[src/rtl/pdf_pkg.sv]
package pdf_pkg;
  localparam int unsigned NUM_CH = 3;

  typedef enum logic [1:0] {
    DEP_6B  = 2'd0,
    DEP_8B  = 2'd1,
    DEP_10B = 2'd2,
    DEP_RSV = 2'd3
  } depth_code_e;

  typedef enum logic [2:0] {
    CLP_OFF  = 3'd0,
    CLP_8B   = 3'd1,
    CLP_10B  = 3'd2,
    CLP_12B  = 3'd3,
    CLP_PROG = 3'd7
  } clamp_code_e;

  // Only the 6- and 8-bit output depths are supported
  function automatic logic depth_ok(input logic [1:0] d);
    return (d == DEP_6B) || (d == DEP_8B);
  endfunction
endpackage

[src/rtl/pdf_lfsr.sv]
module pdf_lfsr #(
  parameter int unsigned W       = 28,
  parameter int unsigned TAP_SHR = 3,
  parameter int unsigned TAP_OWN = 3,
  parameter int unsigned NOISE_W = 6
) (
  input  logic               clk,
  input  logic               rst_n,
  input  logic               adv,
  input  logic               load,
  input  logic               own_poly,
  input  logic [W-1:0]       load_val,
  output logic [NOISE_W-1:0] noise
);
  logic [W-1:0] state_q, state_d, cur;
  logic         fb;

  always_comb begin
    cur     = load ? load_val : state_q;
    fb      = cur[W-1] ^ (own_poly ? cur[TAP_OWN-1] : cur[TAP_SHR-1]);
    state_d = state_q;
    if (adv) state_d = {cur[W-2:0], fb};
    noise   = cur[NOISE_W-1:0];
  end

  always_ff @(posedge clk or negedge rst_n) begin
    if (!rst_n) state_q <= '0;
    else        state_q <= state_d;
  end

  // a non-zero value never collapses to the all-zero lock-up state
  a_r6_keeps_nonzero: assert property (@(posedge clk) disable iff (!rst_n)
    (adv && (cur != '0)) |=> (state_q != '0));
  // no step without an accepted pixel
  a_r6_hold_idle: assert property (@(posedge clk) disable iff (!rst_n)
    !adv |=> (state_q == $past(state_q)));
endmodule

[src/rtl/pdf_reduce.sv]
module pdf_reduce #(
  parameter int unsigned PIX_W     = 12,
  parameter int unsigned KEEP_NARR = 6,
  parameter int unsigned KEEP_WIDE = 8,
  parameter int unsigned NOISE_W   = PIX_W - KEEP_NARR
) (
  input  logic               clk,
  input  logic               rst_n,
  input  logic [PIX_W-1:0]   x,
  input  logic [NOISE_W-1:0] noise,
  input  logic               dith_on,
  input  logic               trunc_on,
  input  logic               keep_wide,
  output logic [PIX_W-1:0]   y
);
  localparam int unsigned SH_W   = $clog2(PIX_W + 1);
  localparam int unsigned DROP_N = PIX_W - KEEP_NARR;
  localparam int unsigned DROP_W = PIX_W - KEEP_WIDE;

  logic [SH_W-1:0]  drop;
  logic [PIX_W-1:0] low_mask, addend, sat;
  logic [PIX_W:0]   sum;
  logic             active;

  always_comb begin
    drop     = keep_wide ? SH_W'(DROP_W) : SH_W'(DROP_N);
    low_mask = (PIX_W'(1) << drop) - PIX_W'(1);
    active   = dith_on | trunc_on;
    if (dith_on)       addend = PIX_W'(noise) & low_mask;
    else if (trunc_on) addend = PIX_W'(1) << (drop - SH_W'(1));
    else               addend = '0;
    sum = {1'b0, x} + {1'b0, addend};
    sat = sum[PIX_W] ? {PIX_W{1'b1}} : sum[PIX_W-1:0];
    y   = active ? (sat & ~low_mask) : x;
  end

  // result lies within one kept step of the input
  a_r4_within_step: assert property (@(posedge clk) disable iff (!rst_n)
    active |-> ((({1'b0, y} + {1'b0, low_mask} + (PIX_W+1)'(1)) > {1'b0, x}) &&
                ({1'b0, y} <= ({1'b0, x} + {1'b0, low_mask} + (PIX_W+1)'(1)))));
  // inactive reduction leaves the value alone
  a_r3_bypass: assert property (@(posedge clk) disable iff (!rst_n)
    !active |-> (y == x));
endmodule

[src/rtl/pdf_clamp.sv]
module pdf_clamp
  import pdf_pkg::*;
#(
  parameter int unsigned PIX_W  = 12,
  parameter int unsigned FIX_LO = 256,
  parameter int unsigned FIX_HI = 3760
) (
  input  logic             clk,
  input  logic             rst_n,
  input  logic [PIX_W-1:0] x,
  input  logic [2:0]       fmt,
  input  logic [PIX_W-1:0] prog_lo,
  input  logic [PIX_W-1:0] prog_hi,
  output logic [PIX_W-1:0] y
);
  logic [PIX_W-1:0] lo_c, hi_c;
  logic             on_c;

  always_comb begin
    on_c = 1'b0;
    lo_c = '0;
    hi_c = '1;
    case (fmt)
      CLP_8B, CLP_10B, CLP_12B: begin
        on_c = 1'b1;
        lo_c = PIX_W'(FIX_LO);
        hi_c = PIX_W'(FIX_HI);
      end
      CLP_PROG: begin
        on_c = 1'b1;
        lo_c = prog_lo;
        hi_c = prog_hi;
      end
      default: on_c = 1'b0;
    endcase
    if (!on_c)          y = x;
    else if (x < lo_c)  y = lo_c;
    else if (x > hi_c)  y = hi_c;
    else                y = x;
  end

  a_r9_in_range: assert property (@(posedge clk) disable iff (!rst_n)
    (on_c && (lo_c <= hi_c)) |-> ((y >= lo_c) && (y <= hi_c)));
  a_r9_off_passes: assert property (@(posedge clk) disable iff (!rst_n)
    !on_c |-> (y == x));
endmodule

[src/rtl/pix_depth_fmt.sv]
module pix_depth_fmt
  import pdf_pkg::*;
#(
  parameter int unsigned PIX_W     = 12,
  parameter int unsigned LFSR_W    = 28,
  parameter int unsigned KEEP_NARR = 6,
  parameter int unsigned KEEP_WIDE = 8,
  parameter int unsigned TAP_SHR   = 3,
  parameter int unsigned TAP_RED   = 3,
  parameter int unsigned TAP_GRN   = 9,
  parameter int unsigned TAP_BLU   = 13,
  parameter int unsigned FRAME_MAX = 15,
  parameter int unsigned FIX_LO    = 256,
  parameter int unsigned FIX_HI    = 3760
) (
  input  logic              clk,
  input  logic              rst_n,
  input  logic              trunc_en,
  input  logic [1:0]        trunc_depth,
  input  logic              dith_en,
  input  logic [1:0]        dith_depth,
  input  logic              chan_poly,
  input  logic              frame_reseed,
  input  logic [LFSR_W-1:0] seed_r,
  input  logic [LFSR_W-1:0] seed_g,
  input  logic [LFSR_W-1:0] seed_b,
  input  logic [2:0]        clamp_fmt,
  input  logic [PIX_W-1:0]  clamp_lo,
  input  logic [PIX_W-1:0]  clamp_hi,
  input  logic              pix_valid,
  input  logic              pix_sof,
  input  logic [PIX_W-1:0]  pix_r,
  input  logic [PIX_W-1:0]  pix_g,
  input  logic [PIX_W-1:0]  pix_b,
  output logic              out_valid,
  output logic              out_sof,
  output logic [PIX_W-1:0]  out_r,
  output logic [PIX_W-1:0]  out_g,
  output logic [PIX_W-1:0]  out_b
);
  localparam int unsigned CNT_W   = $clog2(FRAME_MAX + 1);
  localparam int unsigned NOISE_W = PIX_W - KEEP_NARR;

  logic dith_on_c, trunc_on_c, keep_wide_c, load_c;
  logic started_q, started_d;
  logic [CNT_W-1:0]  fcnt_q, fcnt_d;
  logic [LFSR_W-1:0] reseed_mix;

  logic [NUM_CH-1:0][LFSR_W-1:0] seed_c;
  logic [NUM_CH-1:0][PIX_W-1:0]  pix_c, red_c, clp_c;

  logic                          s1_valid_q, s1_valid_d, s1_sof_q, s1_sof_d;
  logic [NUM_CH-1:0][PIX_W-1:0]  s1_pix_q, s1_pix_d;
  logic                          o_valid_q, o_valid_d, o_sof_q, o_sof_d;
  logic [NUM_CH-1:0][PIX_W-1:0]  o_pix_q, o_pix_d;

  assign seed_c = {seed_b, seed_g, seed_r};
  assign pix_c  = {pix_b, pix_g, pix_r};

  // Mode decode: unsupported depth codes leave a function off
  always_comb begin
    dith_on_c   = dith_en & depth_ok(dith_depth);
    trunc_on_c  = trunc_en & depth_ok(trunc_depth) & ~dith_on_c;
    keep_wide_c = dith_on_c ? dith_depth[0] : trunc_depth[0];
  end

  // Seeding control and frame counter
  always_comb begin
    load_c     = pix_valid & (~started_q | (pix_sof & frame_reseed));
    reseed_mix = frame_reseed ? LFSR_W'(fcnt_q) : '0;
    started_d  = started_q | pix_valid;
    if (!frame_reseed)
      fcnt_d = '0;
    else if (pix_valid && pix_sof)
      fcnt_d = (fcnt_q == CNT_W'(FRAME_MAX)) ? '0 : fcnt_q + CNT_W'(1);
    else
      fcnt_d = fcnt_q;
  end

  for (genvar c = 0; c < NUM_CH; c++) begin : g_ch
    localparam int unsigned TAP_CH = (c == 0) ? TAP_RED : (c == 1) ? TAP_GRN : TAP_BLU;
    logic [NOISE_W-1:0] noise_c;

    pdf_lfsr #(.W(LFSR_W), .TAP_SHR(TAP_SHR), .TAP_OWN(TAP_CH), .NOISE_W(NOISE_W)) u_lfsr (
      .clk      (clk),
      .rst_n    (rst_n),
      .adv      (pix_valid),
      .load     (load_c),
      .own_poly (chan_poly),
      .load_val (seed_c[c] ^ reseed_mix),
      .noise    (noise_c)
    );

    pdf_reduce #(.PIX_W(PIX_W), .KEEP_NARR(KEEP_NARR), .KEEP_WIDE(KEEP_WIDE), .NOISE_W(NOISE_W)) u_reduce (
      .clk       (clk),
      .rst_n     (rst_n),
      .x         (pix_c[c]),
      .noise     (noise_c),
      .dith_on   (dith_on_c),
      .trunc_on  (trunc_on_c),
      .keep_wide (keep_wide_c),
      .y         (red_c[c])
    );

    pdf_clamp #(.PIX_W(PIX_W), .FIX_LO(FIX_LO), .FIX_HI(FIX_HI)) u_clamp (
      .clk     (clk),
      .rst_n   (rst_n),
      .x       (s1_pix_q[c]),
      .fmt     (clamp_fmt),
      .prog_lo (clamp_lo),
      .prog_hi (clamp_hi),
      .y       (clp_c[c])
    );
  end

  // Pipeline next state with explicit data enables
  always_comb begin
    s1_valid_d = pix_valid;
    s1_sof_d   = pix_valid & pix_sof;
    s1_pix_d   = s1_pix_q;
    if (pix_valid) s1_pix_d = red_c;
    o_valid_d  = s1_valid_q;
    o_sof_d    = s1_sof_q;
    o_pix_d    = o_pix_q;
    if (s1_valid_q) o_pix_d = clp_c;
  end

  always_ff @(posedge clk or negedge rst_n) begin
    if (!rst_n) begin
      started_q  <= 1'b0;
      fcnt_q     <= '0;
      s1_valid_q <= 1'b0;
      s1_sof_q   <= 1'b0;
      s1_pix_q   <= '0;
      o_valid_q  <= 1'b0;
      o_sof_q    <= 1'b0;
      o_pix_q    <= '0;
    end else begin
      started_q  <= started_d;
      fcnt_q     <= fcnt_d;
      s1_valid_q <= s1_valid_d;
      s1_sof_q   <= s1_sof_d;
      s1_pix_q   <= s1_pix_d;
      o_valid_q  <= o_valid_d;
      o_sof_q    <= o_sof_d;
      o_pix_q    <= o_pix_d;
    end
  end

  assign out_valid = o_valid_q;
  assign out_sof   = o_sof_q;
  assign out_r     = o_pix_q[0];
  assign out_g     = o_pix_q[1];
  assign out_b     = o_pix_q[2];

  a_r2_valid_follows: assert property (@(posedge clk) disable iff (!rst_n)
    s1_valid_q |=> out_valid);
  a_r2_no_spurious: assert property (@(posedge clk) disable iff (!rst_n)
    !s1_valid_q |=> !out_valid);
  a_r2_sof_with_valid: assert property (@(posedge clk) disable iff (!rst_n)
    out_sof |-> out_valid);
  a_r8_cnt_range: assert property (@(posedge clk) disable iff (!rst_n)
    fcnt_q <= CNT_W'(FRAME_MAX));
  a_r8_cnt_idle_zero: assert property (@(posedge clk) disable iff (!rst_n)
    !frame_reseed |=> (fcnt_q == '0));
  a_r7_started_sticky: assert property (@(posedge clk) disable iff (!rst_n)
    started_q |=> started_q);
endmodule

[config.mk]
export PLATFORM = sky130hd
export DESIGN_NAME = pix_depth_fmt
export DESIGN_NICKNAME = d
export VERILOG_FILES = /design/src/rtl/pdf_pkg.sv /design/src/rtl/pdf_lfsr.sv /design/src/rtl/pdf_reduce.sv /design/src/rtl/pdf_clamp.sv /design/src/rtl/pix_depth_fmt.sv
export SDC_FILE = /design/constraint.sdc
export NUM_CORES = 1
export LEC_CHECK = 0
export BUFFER_PORTS_ARGS = -buffer_cell sky130_fd_sc_hd__buf_2
export CAP_MARGIN = 20
export CORE_ASPECT_RATIO = 0.5
export CORE_UTILIZATION = 59
export CTS_CLUSTER_SIZE = 12
export DETAILED_ROUTE_END_ITERATION = 16
export PLACE_DENSITY = 0.83
export SETUP_SLACK_MARGIN = 0.02
export SKIP_LAST_GASP = 1
export SLEW_MARGIN = 20
export SYNTH_ARGS = -nofsm -noshare
export SYNTH_HDL_FRONTEND = slang
export SYNTH_HIERARCHICAL = 1
export SYNTH_SLANG_ARGS = --single-unit
[constraint.sdc]
create_clock -name clk -period 12 [get_ports clk]
set_clock_uncertainty 0.2 [all_clocks]
set_input_delay 0 -clock clk [delete_from_list [all_inputs] [get_ports clk]]
set_output_delay 0 -clock clk [all_outputs]
set_load 0.02 [all_outputs]
* Word level (Yosys, flattened, before mapping)
Cells that the tools add are included.
Cells by class: shift-type cells 2, $add $sub $neg 6, bitwise logic cells 24, reduce and logical (&&, ||, !) cells 7, muxes and demuxes 33, $lt $le $gt $ge 6, eq/ne operators 8
Operator list (number):
- 2-to-1 mux 12 bit | 19
- 2-to-1 mux 28 bit | 3
- XOR 28 x 4 -> 28 bit | 3
- case mux 12 bit (2 select lines) | 2
- adder 12 x 12 -> 13 bit | 3
- AND 12 bit | 3
- AND 6 x 12 -> 12 bit | 3
- greater-than comparator 12 bit | 3
- < comparator 12 bit | 3
- left shift 1 x 4 -> 12 bit, first input constant | 2
- 2-to-1 mux 4 bit | 4
- inverter 12 bit | 1
- subtractor 12 x 2 -> 12 bit, second input constant | 1
- AND 1 bit | 6
- equality test 3 x 2 -> 1 bit, second input constant | 2
- adder 4 x 1 -> 4 bit, second input constant | 1
- equality test 2 x 1 -> 1 bit, second input constant | 2
- equality test 4 bit, second input constant | 1
- logical NOT 2 bit | 2
- 2-to-1 mux 1 bit | 4
- OR reduction 4 bit | 1
- subtractor 4 x 1 -> 4 bit, second input constant | 1
- equality test 3 x 1 -> 1 bit, second input constant | 1
- equality test 3 bit, second input constant | 1
- 8 further kinds | 14
Storage, ports and cells: bits of input ports 159, output and inout bits 38, bits in registers 165

* Depth between registers and ports, before layout
depth after elaboration 13, gate-level depth with buffers 15, gate-level depth less buffers 12

* Cells and area by module
Netlist, hierarchy kept.
By module, submodules not included:
- pix_depth_fmt | seq. area each 2026.9 sq um, cells an instance 202, instances 1, area an instance 3216.8 sq um
- pdf_lfsr at g_ch[1].u_lfsr ... | seq. area each 700.7 sq um, cells an instance 127, instances 2, area an instance 1438.9 sq um
- pdf_clamp at g_ch[0].u_clamp ... | seq. area each 0.0 sq um, cells an instance 129, instances 2, area an instance 910.9 sq um
- pdf_reduce | seq. area each 0.0 sq um, cells an instance 74, instances 3, area an instance 521.8 sq um
- pdf_lfsr at g_ch[0].u_lfsr | seq. area each 700.7 sq um, cells an instance 124, instances 1, area an instance 1418.9 sq um
- pdf_clamp at g_ch[2].u_clamp | seq. area each 0.0 sq um, cells an instance 124, instances 1, area an instance 918.4 sq um

* Worst setup path before layout
No wires, ideal clock.
path kind register to register, start register started_q, end register s1_pix_q[7] in the netlist's numbering, library setup time 0.125 ns, stages on the path, launching flop included 13, data arrival time 3.543 ns, clock period less this slack 3.867 ns, setup slack 8.133 ns, buffers on the path 2, required time 11.675 ns, cells stage by stage dfrtp_1 -> a21boi_0 -> buf_6 -> mux2_4 -> buf_4 -> and2_1 -> ha_1 -> a2111o_1 -> a31o_1 -> a31o_4 -> a31oi_1 -> a21oi_2 -> mux2_2
RTL lines:
- start, declared | line pix_depth_fmt.sv:45 | logic started_q, started_d;
- start signal, assigned | line pix_depth_fmt.sv:139 | started_q <= started_d;
- end signal, assigned | line pix_depth_fmt.sv:143 | s1_pix_q <= s1_pix_d;
- end, declared | line pix_depth_fmt.sv:53 | logic [NUM_CH-1:0][PIX_W-1:0] s1_pix_q, s1_pix_d;

==> results.md <==
- Final cycle utilization of the critical path: a little over two fifths
- Unrepaired setup endpoints after global routing: false
- Bufs on Longest Clock Path: 2
- Number of nets in the layout: about 1700
- Number of levels in the clock H-tree: 4
- Number of enable-type register cells in the synthesized netlist: 0
- Maximum achievable frequency: 195 MHz
- Wire length of the first global-routing pass: 55.6 mm
- Simple-gate area share of the yosys netlist: 13.0%
- Area share of the largest cell type after synthesis: about a third
- Worst supply voltage drop on vdd: between 100 and 150 uV
- Fill cell instance count of the final layout: between 1000 and 1500
- DRT antenna net count: 0
- Post-synthesis compound-gate area fraction: roughly 17%
- Total power per unit cell area: between 100 and 150 nW/um2
- Die boundary height: roughly 100 um
- Number of DRC violations after detailed-routing iteration 0: between 1000 and 1500
- Fraction of registers with async set or reset after synthesis: between 90% and 100%
- Top-level port count: about 200
- Root buffer cell: clkbuf_16
- Maximum Capacitance Violations: 0
- Total vias in the final route: about 11000
- Run status: finished with violations
- Number of clock sinks: 165
- Number of buffers added to fix hold violations after cts: between 150 and 200
- Total count of hold-check failures in the final report: 20
- Largest net degree at the start of global routing: approximately 110
- Type of the worst setup path: input pin to flop
- Die boundary width: slightly above 200 um
- Portion of netlist area occupied by mux cells: a little under a fifth
- Placeable Area: 19500 um2
- Number of gates resized after cts: 0
- Synthesis-to-finish area growth: 26.6%
- Number of distinct standard cells referenced by the synthesized netlist: 68
- Flip-flop and latch count after synthesis: 165
- Post-synthesis share of cell area spent on full adders, half adders and majority gates: a little under a tenth
- Area of the mapped netlist: ~12000 um2
- Routability congestion estimate from global placement: 1.01
- Total wire length after detailed routing: approximately 36 mm
- Post-synthesis xor/xnor area fraction: between 1 and 1.5%
- Final hold slack: -0.0531 ns
- Main combinational cell family by area after synthesis: multiplexers
- Via count of the first global-routing pass: 10600
- Max Fanout on Critical Path: roughly 110
- Post-CTS Repair Setup Buffers: 0
- Worst EP arrival: between 5 and 6 ns
- Initial antenna violation count: 2
- Dominant synthesized flop cell: dfrtp_1
- Overflow left after global routing: 0
- Leakage dissipation: 6.79 nW
- Count leader, synth: dfrtp_1
- Number of cells produced by synthesis: around 1200
- Total negative slack for setup checks: 0 ns
- Die footprint: 20600 um2
- GRT Overall Usage: 34.7%
- Largest area contributor in the synthesized netlist: dfrtp_1
- Required time of the critical path: around 12 ns
- TritonCTS Buffers: 17
- Share of layout cells above drive strength 1: between 20% and 30%
- Critical path launch point type: input pin
- Number of core rows: 36
- Total count of max-transition violations in the final report: 0
- Slew Limit Headroom: between 20% and 30%
- Detailed-placement wirelength estimate: between 20 and 25 mm
- Ratio of routed vias to standard cells: 6.09
- Transition time at the pin with the least slew margin: about 1.1 ns
- Final setup vio count: 0
- Clock-pin slew reported for the worst setup and hold paths after clock tree synthesis: approximately 0.07 ns
- Failing checks: hold timing
- Top cells by area, synth: dfrtp_1, ha_1, mux2_2, mux2i_1, a21oi_1
- Number of warnings issued by yosys: 6
- Top cell types by occurrence after synthesis: dfrtp_1, a21oi_1, nor2_1, mux2_2, ha_1
- Length of the first detailed-routing pass in iterations: 9
- Worst skew pair latency: 0.44 ns
- Count of buffers inserted at the top-level ports: 196
- Initial standard-cell utilization of the core: 60.5%
- Kind of path behind the tightest hold check: input pin to asynchronous set/reset pin
- Share of the yosys chip area belonging to registers: a little over a third
- Synthesized net count: about 1400
- Nature of the critical path endpoint: flop
- WL per Instance: about 20 um
- Minimum period implied by the final worst setup slack: 5.13 ns
- Syn avg cell area: approximately 10 um2
- DRC violations left: 0
- TritonCTS clock tree: yes
==> flip-flops by register name (all words and copies together) (netlist names), 4 cells and up <==
register             flops
g_ch.u_lfsr/state_q     84
s1_pix_q                36
fcnt_q                   4
out_g                   12
out_b                   12
out_r                   12
==> layer usage <==
metal | up-vias | global-route usage, % | share of wire (%)
li1 | 4973 | - | -
met1 | 5236 | 45.8 | 42
met2 | 505 | 56.0 | 47
met3 | 107 | 8.07 | 8.1
met4 | 0 | 13.6 | 3.1
met5 | - | 0 | 0
==> cell families after synthesis <==
kind of cell,Yosys count
AND/OR/NAND/NOR,309
AO/OA/AOI/OAI,283
multiplexers,195
flip-flops,165
buffers and inverters,127
adder cells (fa/ha/maj),88
XOR/XNOR,17
==> cell usage in the layout (no fill, tap or decap), types with 4 or more instances in the layout <==
cell type | netlist | layout
nand4_1 | 15 | 15
nand3_1 | 17 | 17
xnor2_1 | 15 | 15
a21o_1 | 10 | 10
o21ai_0 | 31 | 31
nand2b_1 | 11 | 11
buf_4 | 23 | 7
buf_2 | 18 | 194
a222oi_1 | 33 | 33
o211ai_1 | 10 | 10
a211oi_1 | 10 | 10
o21a_1 | 4 | 4
inv_1 | 48 | 48
clkbuf_16 | 0 | 17
and3_1 | 16 | 16
and2_1 | 21 | 21
dlygate4sd3_1 | 0 | 168
mux2i_1 | 80 | 80
nor3_2 | 2 | 4
mux2_4 | 26 | 26
a31oi_1 | 9 | 9
a21oi_1 | 119 | 119
mux2_2 | 89 | 89
nand2_1 | 84 | 84
ha_1 | 88 | 88
and3b_1 | 5 | 5
nor2_1 | 97 | 97
a21boi_0 | 6 | 5
nor3_1 | 10 | 8
dfrtp_1 | 165 | 165
a21oi_2 | 9 | 9
==> layout make-up <==
type / instances / area, um2 / area share [%]
Antenna cell: 2 / 5.00 / 0.0334
Clock buffer: 19 / 443 / 2.96
Clock inverter: 13 / 173 / 1.15
Inverter: 48 / 180 / 1.20
Multi-Input combinational cell: 892 / 6960 / 46.5
Sequential cell: 165 / 4130 / 27.6
Tap cell: 266 / 333 / 2.22
Timing Repair Buffer: 372 / 2740 / 18.3
==> power by group <==
| group | total [mW] | leakage, nW | switching, mW | internal [mW] |
|---|---|---|---|---|
| sequential | 0.766 | 1.89 | 0.0928 | 0.673 |
| combinational | 0.652 | 4.60 | 0.325 | 0.327 |
| clock | 0.585 | 0.297 | 0.248 | 0.337 |
| total | 2.00 | 6.79 | 0.665 | 1.34 |
==> path summary, 6_finish.rpt <==
path / cells after the start / start / endpoint / slack (ns)
max in group asynchronous: 3 / rst_n / g_ch[2].u_lfsr/state_q[12] / 10.36
worst min-delay path: 2 / rst_n / out_b[10] / -0.05
worst max-delay path: 15 / pix_valid / s1_pix_q[7] / 6.87
min in group clk: 4 / clamp_hi[4] / out_g[4] / 0.03
worst min register to register: 0 / o_sof_d / out_sof / 0.18
worst max register to register: 13 / started_q / s1_pix_q[7] / 7.32
==> worst max-delay path, cell delays in order <==
cell	delay [ns]
dlygate4sd3_1	0.55
buf_6	0.56
a21boi_4	0.29
buf_4	0.45
mux2_4	0.35
and2_1	0.16
ha_1	0.32
a2111o_1	0.43
a31o_1	0.23
a31o_4	0.26
a31oi_1	0.16
dlygate4sd3_1	0.58
a21oi_2	0.04
dlygate4sd3_1	0.54
mux2_2	0.26
==> stage by stage <==
stage / setup WS [ns] / cell area (um2) / util [%] / power, mW / instances
floorplan: 8.13 / 11800 / - / 1.19 / 1184
global placement: 8.11 / 12600 / 64.7 / 1.31 / 1575
detailed placement: 8.01 / 12700 / 64.7 / 1.34 / 1575
CTS: 6.96 / 14900 / 76.5 / 1.98 / 1775
global route: 6.71 / 15000 / 76.5 / 2.10 / 1777
finish: 6.87 / 15000 / 76.5 / 2.00 / 1777
No activity file was read; power rests on OpenSTA's default activity.
